## config.mk

```make
export PLATFORM = sky130hd
export DESIGN_NAME = lsclk_ctrl_reg
export DESIGN_NICKNAME = d
export VERILOG_FILES = /design/src/rtl/lsclk_pkg.sv /design/src/rtl/lsclk_rdy_track.sv /design/src/rtl/lsclk_ctrl_reg.sv
export SDC_FILE = /design/constraint.sdc
export NUM_CORES = 1
export LEC_CHECK = 0
export ABC_CLOCK_PERIOD_IN_PS = 2800
export BUFFER_PORTS_ARGS = -buffer_cell sky130_fd_sc_hd__buf_4
export CORE_UTILIZATION = 30
export CTS_CLUSTER_DIAMETER = 80
export CTS_CLUSTER_SIZE = 40
export DETAILED_ROUTE_END_ITERATION = 10
export HOLD_SLACK_MARGIN = 0.15
export SYNTH_ARGS = -nofsm -noshare
export SYNTH_HDL_FRONTEND = slang
export SYNTH_SLANG_ARGS = --single-unit
```

## constraint.sdc

```tcl
create_clock -name clk -period 2.8 [get_ports clk]
set_input_delay 0.14 -clock clk [delete_from_list [all_inputs] [get_ports clk]]
set_output_delay 0.14 -clock clk [all_outputs]
set_load 0.005 [all_outputs]
```

## src/rtl/lsclk_pkg.sv

```systemverilog
package lsclk_pkg;
  localparam int DW        = 32;
  localparam int B_XEN     = 0;
  localparam int B_XRDY    = 1;
  localparam int B_XBYP    = 2;
  localparam int B_XDRV_LO = 3;
  localparam int B_XDRV_HI = 4;
  localparam int B_SECEN   = 5;
  localparam int B_FAIL    = 6;
  localparam int B_SYSEN   = 7;
  localparam int B_RTC_LO  = 8;
  localparam int B_RTC_HI  = 9;
  localparam int B_SYSRDY  = 11;
  localparam int B_XFILT   = 12;
  localparam int B_IEN     = 24;
  localparam int B_IRDY    = 25;
  localparam int B_IDIV    = 26;
  localparam int DRV_W     = B_XDRV_HI - B_XDRV_LO + 1;
  localparam int RTC_W     = B_RTC_HI - B_RTC_LO + 1;
endpackage

```

## src/rtl/lsclk_rdy_track.sv

```systemverilog
module lsclk_rdy_track #(
  parameter int ON_TICKS  = 4,
  parameter int OFF_TICKS = 6
) (
  input  logic clk,
  input  logic rst_n,
  input  logic clr_i,
  input  logic en_i,
  input  logic tick_i,
  input  logic hold_i,
  output logic rdy_o
);
  localparam int MAXL = (ON_TICKS > OFF_TICKS) ? ON_TICKS : OFF_TICKS;
  localparam int CW   = $clog2(MAXL + 1);
  localparam int OFFL = (OFF_TICKS > 0) ? OFF_TICKS : 1;

  logic          en_d_q, en_d_n;
  logic          rdy_q, rdy_n;
  logic [CW-1:0] cnt_q, cnt_n, base;

  always_comb begin
    base   = (en_i != en_d_q) ? '0 : cnt_q;
    cnt_n  = base;
    rdy_n  = rdy_q;
    en_d_n = en_i;
    if (clr_i) begin
      cnt_n  = '0;
      rdy_n  = 1'b0;
      en_d_n = 1'b0;
    end else if (en_i && !rdy_q) begin
      if (tick_i) begin
        if (base == CW'(ON_TICKS - 1)) begin
          rdy_n = 1'b1;
          cnt_n = '0;
        end else begin
          cnt_n = base + 1'b1;
        end
      end
    end else if (!en_i && rdy_q) begin
      if (OFF_TICKS == 0) begin
        rdy_n = 1'b0;
        cnt_n = '0;
      end else if (tick_i) begin
        if (base == CW'(OFFL - 1)) begin
          rdy_n = 1'b0;
          cnt_n = '0;
        end else begin
          cnt_n = base + 1'b1;
        end
      end
    end
  end

  always_ff @(posedge clk or negedge rst_n) begin
    if (!rst_n) begin
      en_d_q <= 1'b0;
      rdy_q  <= 1'b0;
      cnt_q  <= '0;
    end else begin
      en_d_q <= en_d_n;
      rdy_q  <= rdy_n;
      cnt_q  <= cnt_n;
    end
  end

  assign rdy_o = rdy_q | hold_i;

  // with the enable held, ready only rises on a tick
  a_r11_rise_on_tick: assert property (@(posedge clk) disable iff (!rst_n)
    (en_i && !tick_i && !clr_i) |=> $stable(rdy_q));
endmodule

```

## src/rtl/lsclk_ctrl_reg.sv

```systemverilog
module lsclk_ctrl_reg
  import lsclk_pkg::*;
#(
  parameter int XON_TICKS   = 4,
  parameter int XOFF_TICKS  = 6,
  parameter int ION_TICKS   = 2,
  parameter int IOFF_TICKS  = 3,
  parameter int SYSON_TICKS = 2
) (
  input  logic          clk,
  input  logic          rst_n,
  input  logic          dom_rst_i,
  input  logic          wr_en_i,
  input  logic [DW-1:0] wr_data_i,
  output logic [DW-1:0] rd_data_o,
  input  logic          ext_tick_i,
  input  logic          int_tick_i,
  input  logic          int_in_use_i,
  input  logic          fail_i
);
  logic             xen_q, xen_n, xbyp_q, xbyp_n, xfilt_q, xfilt_n;
  logic [DRV_W-1:0] xdrv_q, xdrv_n;
  logic             secen_q, secen_n, fail_q, fail_n, sysen_q, sysen_n;
  logic [RTC_W-1:0] rtc_q, rtc_n;
  logic             ien_q, ien_n, idiv_q, idiv_n;
  logic             xrdy, irdy, sysrdy;
  logic             xcfg_open, idiv_open, rtc_open, sec_clr_ok;

  assign xcfg_open  = !xen_q && !xrdy;
  assign idiv_open  = !ien_q && !irdy && !int_in_use_i;
  assign rtc_open   = (rtc_q == '0) || fail_q;
  assign sec_clr_ok = fail_q;

  always_comb begin
    xen_n = xen_q;  xbyp_n = xbyp_q;  xfilt_n = xfilt_q;  xdrv_n = xdrv_q;
    secen_n = secen_q;  sysen_n = sysen_q;  rtc_n = rtc_q;
    ien_n = ien_q;  idiv_n = idiv_q;
    fail_n = fail_q | fail_i;
    if (dom_rst_i) begin
      xen_n = 1'b0;  xbyp_n = 1'b0;  xfilt_n = 1'b0;  xdrv_n = '0;
      secen_n = 1'b0;  sysen_n = 1'b0;  rtc_n = '0;
      ien_n = 1'b0;  idiv_n = 1'b0;  fail_n = 1'b0;
    end else if (wr_en_i) begin
      xen_n   = wr_data_i[B_XEN];
      sysen_n = wr_data_i[B_SYSEN];
      ien_n   = wr_data_i[B_IEN];
      if (xcfg_open) begin
        xbyp_n  = wr_data_i[B_XBYP];
        xfilt_n = wr_data_i[B_XFILT];
        xdrv_n  = wr_data_i[B_XDRV_HI:B_XDRV_LO];
      end
      if (wr_data_i[B_SECEN] || sec_clr_ok) secen_n = wr_data_i[B_SECEN];
      if (rtc_open)  rtc_n  = wr_data_i[B_RTC_HI:B_RTC_LO];
      if (idiv_open) idiv_n = wr_data_i[B_IDIV];
    end
  end

  always_ff @(posedge clk or negedge rst_n) begin
    if (!rst_n) begin
      xen_q <= 1'b0;  xbyp_q <= 1'b0;  xfilt_q <= 1'b0;  xdrv_q <= '0;
      secen_q <= 1'b0;  fail_q <= 1'b0;  sysen_q <= 1'b0;  rtc_q <= '0;
      ien_q <= 1'b0;  idiv_q <= 1'b0;
    end else begin
      xen_q <= xen_n;  xbyp_q <= xbyp_n;  xfilt_q <= xfilt_n;  xdrv_q <= xdrv_n;
      secen_q <= secen_n;  fail_q <= fail_n;  sysen_q <= sysen_n;  rtc_q <= rtc_n;
      ien_q <= ien_n;  idiv_q <= idiv_n;
    end
  end

  lsclk_rdy_track #(.ON_TICKS(XON_TICKS), .OFF_TICKS(XOFF_TICKS)) u_xtrk (
    .clk(clk), .rst_n(rst_n), .clr_i(dom_rst_i), .en_i(xen_q),
    .tick_i(ext_tick_i), .hold_i(1'b0), .rdy_o(xrdy));

  lsclk_rdy_track #(.ON_TICKS(ION_TICKS), .OFF_TICKS(IOFF_TICKS)) u_itrk (
    .clk(clk), .rst_n(rst_n), .clr_i(dom_rst_i), .en_i(ien_q),
    .tick_i(int_tick_i), .hold_i(int_in_use_i), .rdy_o(irdy));

  lsclk_rdy_track #(.ON_TICKS(SYSON_TICKS), .OFF_TICKS(0)) u_strk (
    .clk(clk), .rst_n(rst_n), .clr_i(dom_rst_i), .en_i(sysen_q && xen_q && xrdy),
    .tick_i(ext_tick_i), .hold_i(1'b0), .rdy_o(sysrdy));

  always_comb begin
    rd_data_o                      = '0;
    rd_data_o[B_XEN]               = xen_q;
    rd_data_o[B_XRDY]              = xrdy;
    rd_data_o[B_XBYP]              = xbyp_q;
    rd_data_o[B_XDRV_HI:B_XDRV_LO] = xdrv_q;
    rd_data_o[B_SECEN]             = secen_q;
    rd_data_o[B_FAIL]              = fail_q;
    rd_data_o[B_SYSEN]             = sysen_q;
    rd_data_o[B_RTC_HI:B_RTC_LO]   = rtc_q;
    rd_data_o[B_SYSRDY]            = sysrdy;
    rd_data_o[B_XFILT]             = xfilt_q;
    rd_data_o[B_IEN]               = ien_q;
    rd_data_o[B_IRDY]              = irdy;
    rd_data_o[B_IDIV]              = idiv_q;
  end

  logic wr_unused;
  assign wr_unused = ^{wr_data_i[31:27], wr_data_i[23:13], wr_data_i[11:10],
                       wr_data_i[B_FAIL], wr_data_i[B_XRDY], wr_data_i[B_IRDY]};

  a_r1_dom_clear: assert property (@(posedge clk) disable iff (!rst_n)
    dom_rst_i |=> ((rd_data_o & ~(32'd1 << B_IRDY)) == '0));
  a_r4_int_hold: assert property (@(posedge clk) disable iff (!rst_n)
    int_in_use_i |-> rd_data_o[B_IRDY]);
  a_r5_xcfg_lock: assert property (@(posedge clk) disable iff (!rst_n)
    ((xen_q || xrdy) && !dom_rst_i) |=> $stable({xbyp_q, xdrv_q, xfilt_q}));
  a_r6_sys_drop: assert property (@(posedge clk) disable iff (!rst_n)
    !(xen_q && xrdy) |=> !sysrdy);
  a_r7_sec_sticky: assert property (@(posedge clk) disable iff (!rst_n)
    (secen_q && !fail_q && !dom_rst_i) |=> secen_q);
  a_r8_fail_source: assert property (@(posedge clk) disable iff (!rst_n)
    $rose(fail_q) |-> $past(fail_i));
  a_r9_rtc_lock: assert property (@(posedge clk) disable iff (!rst_n)
    ((rtc_q != '0) && !fail_q && !dom_rst_i) |=> $stable(rtc_q));
  a_r10_div_lock: assert property (@(posedge clk) disable iff (!rst_n)
    ((ien_q || irdy || int_in_use_i) && !dom_rst_i) |=> $stable(idiv_q));
endmodule

```

==> results of run 1 <==
==> worst max-delay path, delay by kind of cell, from the launching register on <==
kind | cells | cell delay (ps)
xor+xnor | 1 | 230
compound gates | 1 | 160
buf+inv | 1 | 50
flops | 1 | 500
fa+ha+maj | 1 | 220
simple gates | 4 | 790
==> layout make-up <==
| class | count | share of cell area [%] |
|---|---|---|
| clock buffers | 3 | 2.110 |
| clock inverters | 1 | 0.3836 |
| inverters | 7 | 1.343 |
| multi-input cells | 120 | 40.03 |
| flip-flops and latches | 25 | 31.97 |
| well taps | 70 | 4.476 |
| repair buffers | 47 | 19.69 |
==> worst paths after layout <==
| kind | slack, ps | start | endpoint |
|---|---|---|---|
| min in group asynchronous | 300 | rst_n | u_strk.en_d_q$_DFF_PN0_ |
| max in group asynchronous | 2250 | rst_n | u_strk.cnt_q[1]$_DFF_PN0_ |
| worst max register to register | 810 | u_xtrk.en_d_q$_DFF_PN0_ | u_xtrk.cnt_q[1]$_DFF_PN0_ |
| worst max-delay path | 810 | u_xtrk.en_d_q$_DFF_PN0_ | u_xtrk.cnt_q[1]$_DFF_PN0_ |
| worst min-delay path | 230 | dom_rst_i | u_itrk.cnt_q[0]$_DFF_PN0_ |
| worst min register to register | 530 | idiv_q$_DFFE_PN0P_ | idiv_q$_DFFE_PN0P_ |
==> kinds of logic after synthesis <==
logic type | after synthesis | share of synthesized area (%)
flops | 25 | 38.05
simple gates | 59 | 19.41
buf+inv | 43 | 17.96
compound gates | 27 | 13.01
xor+xnor | 3 | 2.055
mux | 9 | 5.480
fa+ha+maj | 5 | 3.805
other cells | 1 | 0.2281
==> layout by cell type (no fill, tap or decap), drive strengths merged, types with 4 or more instances in the layout <==
master	count
and3	4
nand2	9
mux2i	9
dlygate4sd3	13
nand3	4
nor2	20
a21oi	4
buf	34
ha	5
nor3b	5
inv	7
dfrtp	25
conb	17
nand2b	4
==> Yosys cell counts, types with 2 or more instances <==
cell      instances
buf_4            29
dfrtp_1          25
nor2_1           20
mux2i_1           9
nand2_1           9
inv_1             6
ha_1              5
a21oi_1           4
and3_1            4
nand2b_1          4
nand3_1           4
buf_6             3
nor3b_1           3
o21ai_0           3
a211oi_1          2
a22oi_1           2
a31oi_1           2
a32oi_1           2
buf_2             2
nor2b_1           2
nor3_1            2
o21a_1            2
o31a_1            2
or3_1             2
==> registers in the layout, indices dropped and copies added, names as in the netlist <==
name	flops
fail_q	1
u_itrk.rdy_q	1
u_itrk.en_d_q	1
u_xtrk.en_d_q	1
ien_q	1
u_xtrk.rdy_q	1
xfilt_q	1
u_strk.rdy_q	1
u_itrk.cnt_q	2
sysen_q	1
idiv_q	1
xdrv_q	2
u_xtrk.cnt_q	3
rtc_q	2
u_strk.en_d_q	1
u_strk.cnt_q	2
xen_q	1
xbyp_q	1
secen_q	1
==> where the power goes <==
part	leakage (nW)	internal, mW	switching [mW]
clock	0.0217	0.101	0.119
sequential	0.340	0.373	0.0137
combinational	0.540	0.0671	0.0588
total	0.902	0.541	0.192
==> stage by stage <==
step / hold slack (ps) / setup slack [ps] / cells / util [%]
final: 229.7 / 805.1 / 273 / 37.60
after global routing: 235.1 / 687.7 / 273 / 37.60
after CTS: 225.8 / 798.4 / 273 / 37.60
after detailed placement: 70.47 / 837.9 / 256 / 34.16
after global placement: 68.12 / 849.1 / 256 / 34.16
after floorplan: -155.6 / 1044 / 188 / -
==> routing by layer <==
layer	GRT usage [%]	up-vias	wire length, um
met5	0	-	0
met4	4.615	0	34
met3	1.557	2	70
met2	21.27	23	1601
met1	14.64	571	1486
li1	-	607	-
==> impl_metrics.env, run 1 <==
export IMPL_synth_edf_count=0
export IMPL_placed_cell_area_um2=1778
export IMPL_leakagePower_nw=0.9015
export IMPL_hold_buffers=13
export IMPL_critPathArrivalTime_ps=2200
export IMPL_dieArea_um2=5781
export IMPL_setup_viol=0
export IMPL_min_path_type="primary input to flip-flop"
export IMPL_antenna_found_initial=0
export IMPL_drc=0
export IMPL_grt_total_usage_pct=11.96
export IMPL_cts_tree="yes"
export IMPL_yosysWarningCount=0
export IMPL_drt_iter0_drc=90
export IMPL_ys_seq_area_share_pct=38.05
export IMPL_n_fill_cell=536
export IMPL_fin_area_um2=1957
export IMPL_dieHeight_um=76.03
export IMPL_cts_clk_slew_worst_paths_ps=90
export IMPL_diodes=0
export IMPL_worstPathRequired_ps=3010
export IMPL_netlist_cell_type_count=48
export IMPL_syn_avg_cell_area_um2=9.559
export IMPL_synth_seq_cells=25
export IMPL_whs_path_depth=2
export IMPL_critPathLaunchType="flip-flop"
export IMPL_rsz0062_at_grt="false"
export IMPL_yosysTopAreaCellShare_pct=38.05
export IMPL_cp_max_fo=9
export IMPL_critical_path_class="flip-flop to flip-flop"
export IMPL_maxCapViolations=0
export IMPL_insertion_delay_ps=270
export IMPL_gr_total_overflow=0
export IMPL_dp_hpwl_mm=2.147
export IMPL_peakVddDrop_mv=0.1741
export IMPL_drive_gt1_share_pct=22.66
export IMPL_ios=72
export IMPL_fin_tns_setup_ps=0
export IMPL_die_x_um=76.03
export IMPL_slew_viol_final=0
export IMPL_grt_pass1_vias=1184
export IMPL_start_util_pct=31.59
export IMPL_slowest_stage="dfrtp_1"
export IMPL_grt_max_degree=26
export IMPL_cp_slowest_stage_delay_ps=500
export IMPL_clock_skew_ps=3.975
export IMPL_area_growth_syn_to_layout_pct=19.03
export IMPL_wl_mm=3.191
export IMPL_hold_viol=0
export IMPL_multi_input_area_um2=783.3
export IMPL_rows=26
export IMPL_final_antenna_net_count=0
export IMPL_fin_nets=249
export IMPL_finalCritPeriodShare_pct=71.25
export IMPL_first_pass_iters=4
export IMPL_status="completed"
export IMPL_clkSinkCount=25
export IMPL_seqCellArea_um2=625.6
export IMPL_p_per_area_nw_per_um2=374.6
export IMPL_ctsResizeCount=0
export IMPL_clk_path_buf_depth=2
export IMPL_power_uw=733.0
export IMPL_vias=1203
export IMPL_core_area_um2=5205
export IMPL_viasPerCell=4.407
export IMPL_fmax_ghz=0.5013
export IMPL_wl_per_cell_um=11.69
export IMPL_post_cts_buffers=0
export IMPL_netlist_instances=172
export IMPL_synthTopCellsByArea="dfrtp_1 (38%), buf_4 (13%), mux2i_1 (5.5%), nor2_1 (4.6%), ha_1 (3.8%)"
export IMPL_root_buffer="clkbuf_8"
export IMPL_period_needed_ps=1995
export IMPL_yosysTopAreaCell="dfrtp_1"
export IMPL_async_flop_share_pct=100.0
export IMPL_crit_path_end_kind="flip-flop"
export IMPL_port_buffers=33
export IMPL_grt_pass1_wl_mm=5.609
export IMPL_cts_max_level=1
export IMPL_synth_ff_type="dfrtp_1"
export IMPL_synth_area_um2=1644
export IMPL_path_cells="xnor2_2 > and2_2 > inv_2 > ha_1 > nand2_1 > o2111ai_1 > or3_1 > nand3_1"
export IMPL_place_congestion=0.8047
export IMPL_cts_made_buffers=3
export IMPL_worstRegToRegCells=8
Note: power is estimated with default switching activity, not from simulation.
==> run 2: changes to the inputs <==
--- a/config.mk
+++ b/config.mk
@@ -5,7 +5,8 @@
 export SDC_FILE = /design/constraint.sdc
 export NUM_CORES = 1
 export LEC_CHECK = 0
-export ABC_CLOCK_PERIOD_IN_PS = 2800
+export ABC_AREA = 1
+export ABC_CLOCK_PERIOD_IN_PS = 1750
 export BUFFER_PORTS_ARGS = -buffer_cell sky130_fd_sc_hd__buf_4
 export CORE_UTILIZATION = 30
 export CTS_CLUSTER_DIAMETER = 80
==> constraint.sdc (replaced) <==
create_clock -name clk -period 1.75 [get_ports clk]
set_input_delay 0.0875 -clock clk [delete_from_list [all_inputs] [get_ports clk]]
set_output_delay 0.0875 -clock clk [all_outputs]
set_load 0.005 [all_outputs]
==> impl_metrics.env, run 2 <==
export IMPL_synth_area_um2=1674
export IMPL_async_flop_share_pct=100.0
export IMPL_setup_viol=0
export IMPL_root_buffer="clkbuf_8"
export IMPL_clk_path_buf_depth=2
export IMPL_yosysTopAreaCellShare_pct=37.37
export IMPL_cp_max_fo=3
export IMPL_grt_total_usage_pct=12.78
export IMPL_core_area_um2=5238
export IMPL_port_buffers=33
export IMPL_dieHeight_um=76.70
export IMPL_critPathLaunchType="flip-flop"
export IMPL_p_per_area_nw_per_um2=581.7
export IMPL_ys_seq_area_share_pct=37.37
export IMPL_cts_clk_slew_worst_paths_ps=90
export IMPL_slew_viol_final=0
export IMPL_place_congestion=0.8143
export IMPL_cts_max_level=1
export IMPL_die_x_um=76.70
export IMPL_top_register="u_xtrk.cnt_q"
export IMPL_netlist_instances=221
export IMPL_whs_path_depth=4
export IMPL_clock_skew_ps=1.226
export IMPL_viasPerCell=4.312
export IMPL_cts_tree="yes"
export IMPL_layout_common_cells="buf_4 (38), nand2_1 (37), inv_1 (32), nor2_1 (26), dfrtp_1 (25)"
export IMPL_yosysTopAreaCell="dfrtp_1"
export IMPL_grt_pass1_vias=1372
export IMPL_worstRegToRegCells=13
export IMPL_critical_path_class="flip-flop to flip-flop"
export IMPL_cts_made_buffers=3
export IMPL_leakagePower_nw=1.086
export IMPL_grt_max_degree=26
export IMPL_holdWs_ps=188.5
export IMPL_gr_total_overflow=0
export IMPL_clkSinkCount=25
export IMPL_antenna_found_initial=0
export IMPL_layout_commonest_cell="buf_4"
export IMPL_fin_area_um2=2122
export IMPL_start_util_pct=31.96
export IMPL_diodes=0
export IMPL_fin_nets=313
export IMPL_wl_per_cell_um=10.53
export IMPL_wl_mm=3.550
export IMPL_synth_ff_type="dfrtp_1"
export IMPL_synth_edf_count=0
export IMPL_period_needed_ps=1640
export IMPL_insertion_delay_ps=260
export IMPL_placed_cell_area_um2=1863
export IMPL_synthTopCellsByArea="dfrtp_1 (37%), buf_4 (13%), nand2_1 (8.5%), inv_1 (7.2%), nor2_1 (5.8%)"
export IMPL_vias=1453
export IMPL_power_mw=1.234
export IMPL_finalCritPeriodShare_pct=93.74
export IMPL_hold_viol=0
export IMPL_grt_pass1_wl_mm=6.099
export IMPL_critPathArrivalTime_ps=1810
export IMPL_drt_iter0_drc=76
export IMPL_n_fill_cell=547
export IMPL_crit_path_end_kind="flip-flop"
export IMPL_status="completed"
export IMPL_maxCapViolations=0
export IMPL_ios=72
export IMPL_min_path_type="primary input to flip-flop"
export IMPL_largest_reg_flops=3
export IMPL_rsz0062_at_grt="true"
export IMPL_final_antenna_net_count=0
export IMPL_synth_seq_cells=25
export IMPL_drive_gt1_share_pct=22.10
export IMPL_netlist_cell_type_count=28
export IMPL_area_growth_syn_to_layout_pct=26.76
export IMPL_peakVddDrop_mv=0.2856
export IMPL_yosysWarningCount=0
export IMPL_rows=26
export IMPL_synth_commonest_cells="nand2_1 (38), inv_1 (32), buf_4 (29)"
export IMPL_first_pass_iters=4
export IMPL_dp_hpwl_mm=2.616
export IMPL_fmax_ghz=0.6096
export IMPL_yosysMostFrequentCell="nand2_1"
export IMPL_worstPathRequired_ps=1920
export IMPL_syn_avg_cell_area_um2=7.575
export IMPL_drc=0
export IMPL_dieArea_um2=5883
-- run 2: final cells by class --
class | instances | area [um^2] | share of cell area [%]
clock inverter | 1 | 5.005 | 0.2358
tap | 70 | 87.58 | 4.127
multi-input combinational | 149 | 773.2 | 36.44
inverter | 33 | 123.9 | 5.837
timing repair buffer | 56 | 465.4 | 21.93
clock buffer | 3 | 41.29 | 1.946
sequential | 25 | 625.6 | 29.48
-- run 2: worst max-delay path, cell delays in order (launching register included) --
cell,delay [ps]
dfrtp_1,400
inv_1,70
nand2_2,100
nand2_4,80
nor2_4,130
buf_4,120
inv_1,40
ha_1,230
nor2_1,110
nor2_1,50
nand2_1,60
nand3_1,60
nand2_1,60
inv_1,30
-- run 2: path summary, 6_finish.rpt --
check | startpoint | end | slack, ps
worst min register to register | xbyp_q$_DFFE_PN0P_ | xbyp_q$_DFFE_PN0P_ | 510
min in group asynchronous | rst_n | u_itrk.cnt_q[1]$_DFF_PN0_ | 260
worst max register to register | u_xtrk.en_d_q$_DFF_PN0_ | u_xtrk.cnt_q[1]$_DFF_PN0_ | 110
worst max-delay path | u_xtrk.en_d_q$_DFF_PN0_ | u_xtrk.cnt_q[1]$_DFF_PN0_ | 110
max in group asynchronous | rst_n | u_strk.rdy_q$_DFFE_PN0P_ | 1240
worst min-delay path | wr_en_i | xbyp_q$_DFFE_PN0P_ | 190
-- run 2: per-layer routing --
layer  GRT usage [%]  vias to the layer above  part of all wire (%)
met5               0                        -                     0
met4           2.885                        0                  0.48
met3           2.262                        2                   3.8
met2           22.23                       29                    48
met1           16.33                      676                    48
li1                -                      746                     -
-- run 2: repair_timing --
action	CTS	global route
setup buffers	0	3
hold buffers	18	0
endpoints found under the hold margin	42	0
endpoints found under the setup margin	0	2
resized for setup	0	3
-- run 2: logic make-up (layout without fill, tap and decap cells) --
logic type                 count (synthesis)  count (layout)  share of synthesized area (%)
other                                      1              17                         0.2240
adders and majority gates                  5               5                          3.737
and+or+nand+nor                          100             100                          29.00
AOI/OAI and AO/OA                         27              27                          9.044
DFF                                       25              25                          37.37
buffers and inverters                     63              93                          20.63
-- run 2: through the flow --
stage / setup WS, ps / util [%] / TNS, ps / cells
CTS: 39.34 / 39.89 / 0 / 334
global placement: 98.76 / 35.57 / 0 / 312
finish: 109.6 / 40.52 / 0 / 337
floorplan: 130.3 / - / 0 / 237
global route: -13.90 / 40.52 / -25.14 / 337
detailed placement: 72.40 / 35.57 / 0 / 312
-- run 2: report_power, final --
part	switching, mW	internal [mW]
combinational	0.137	0.130
sequential	0.0220	0.605
clock	0.181	0.159
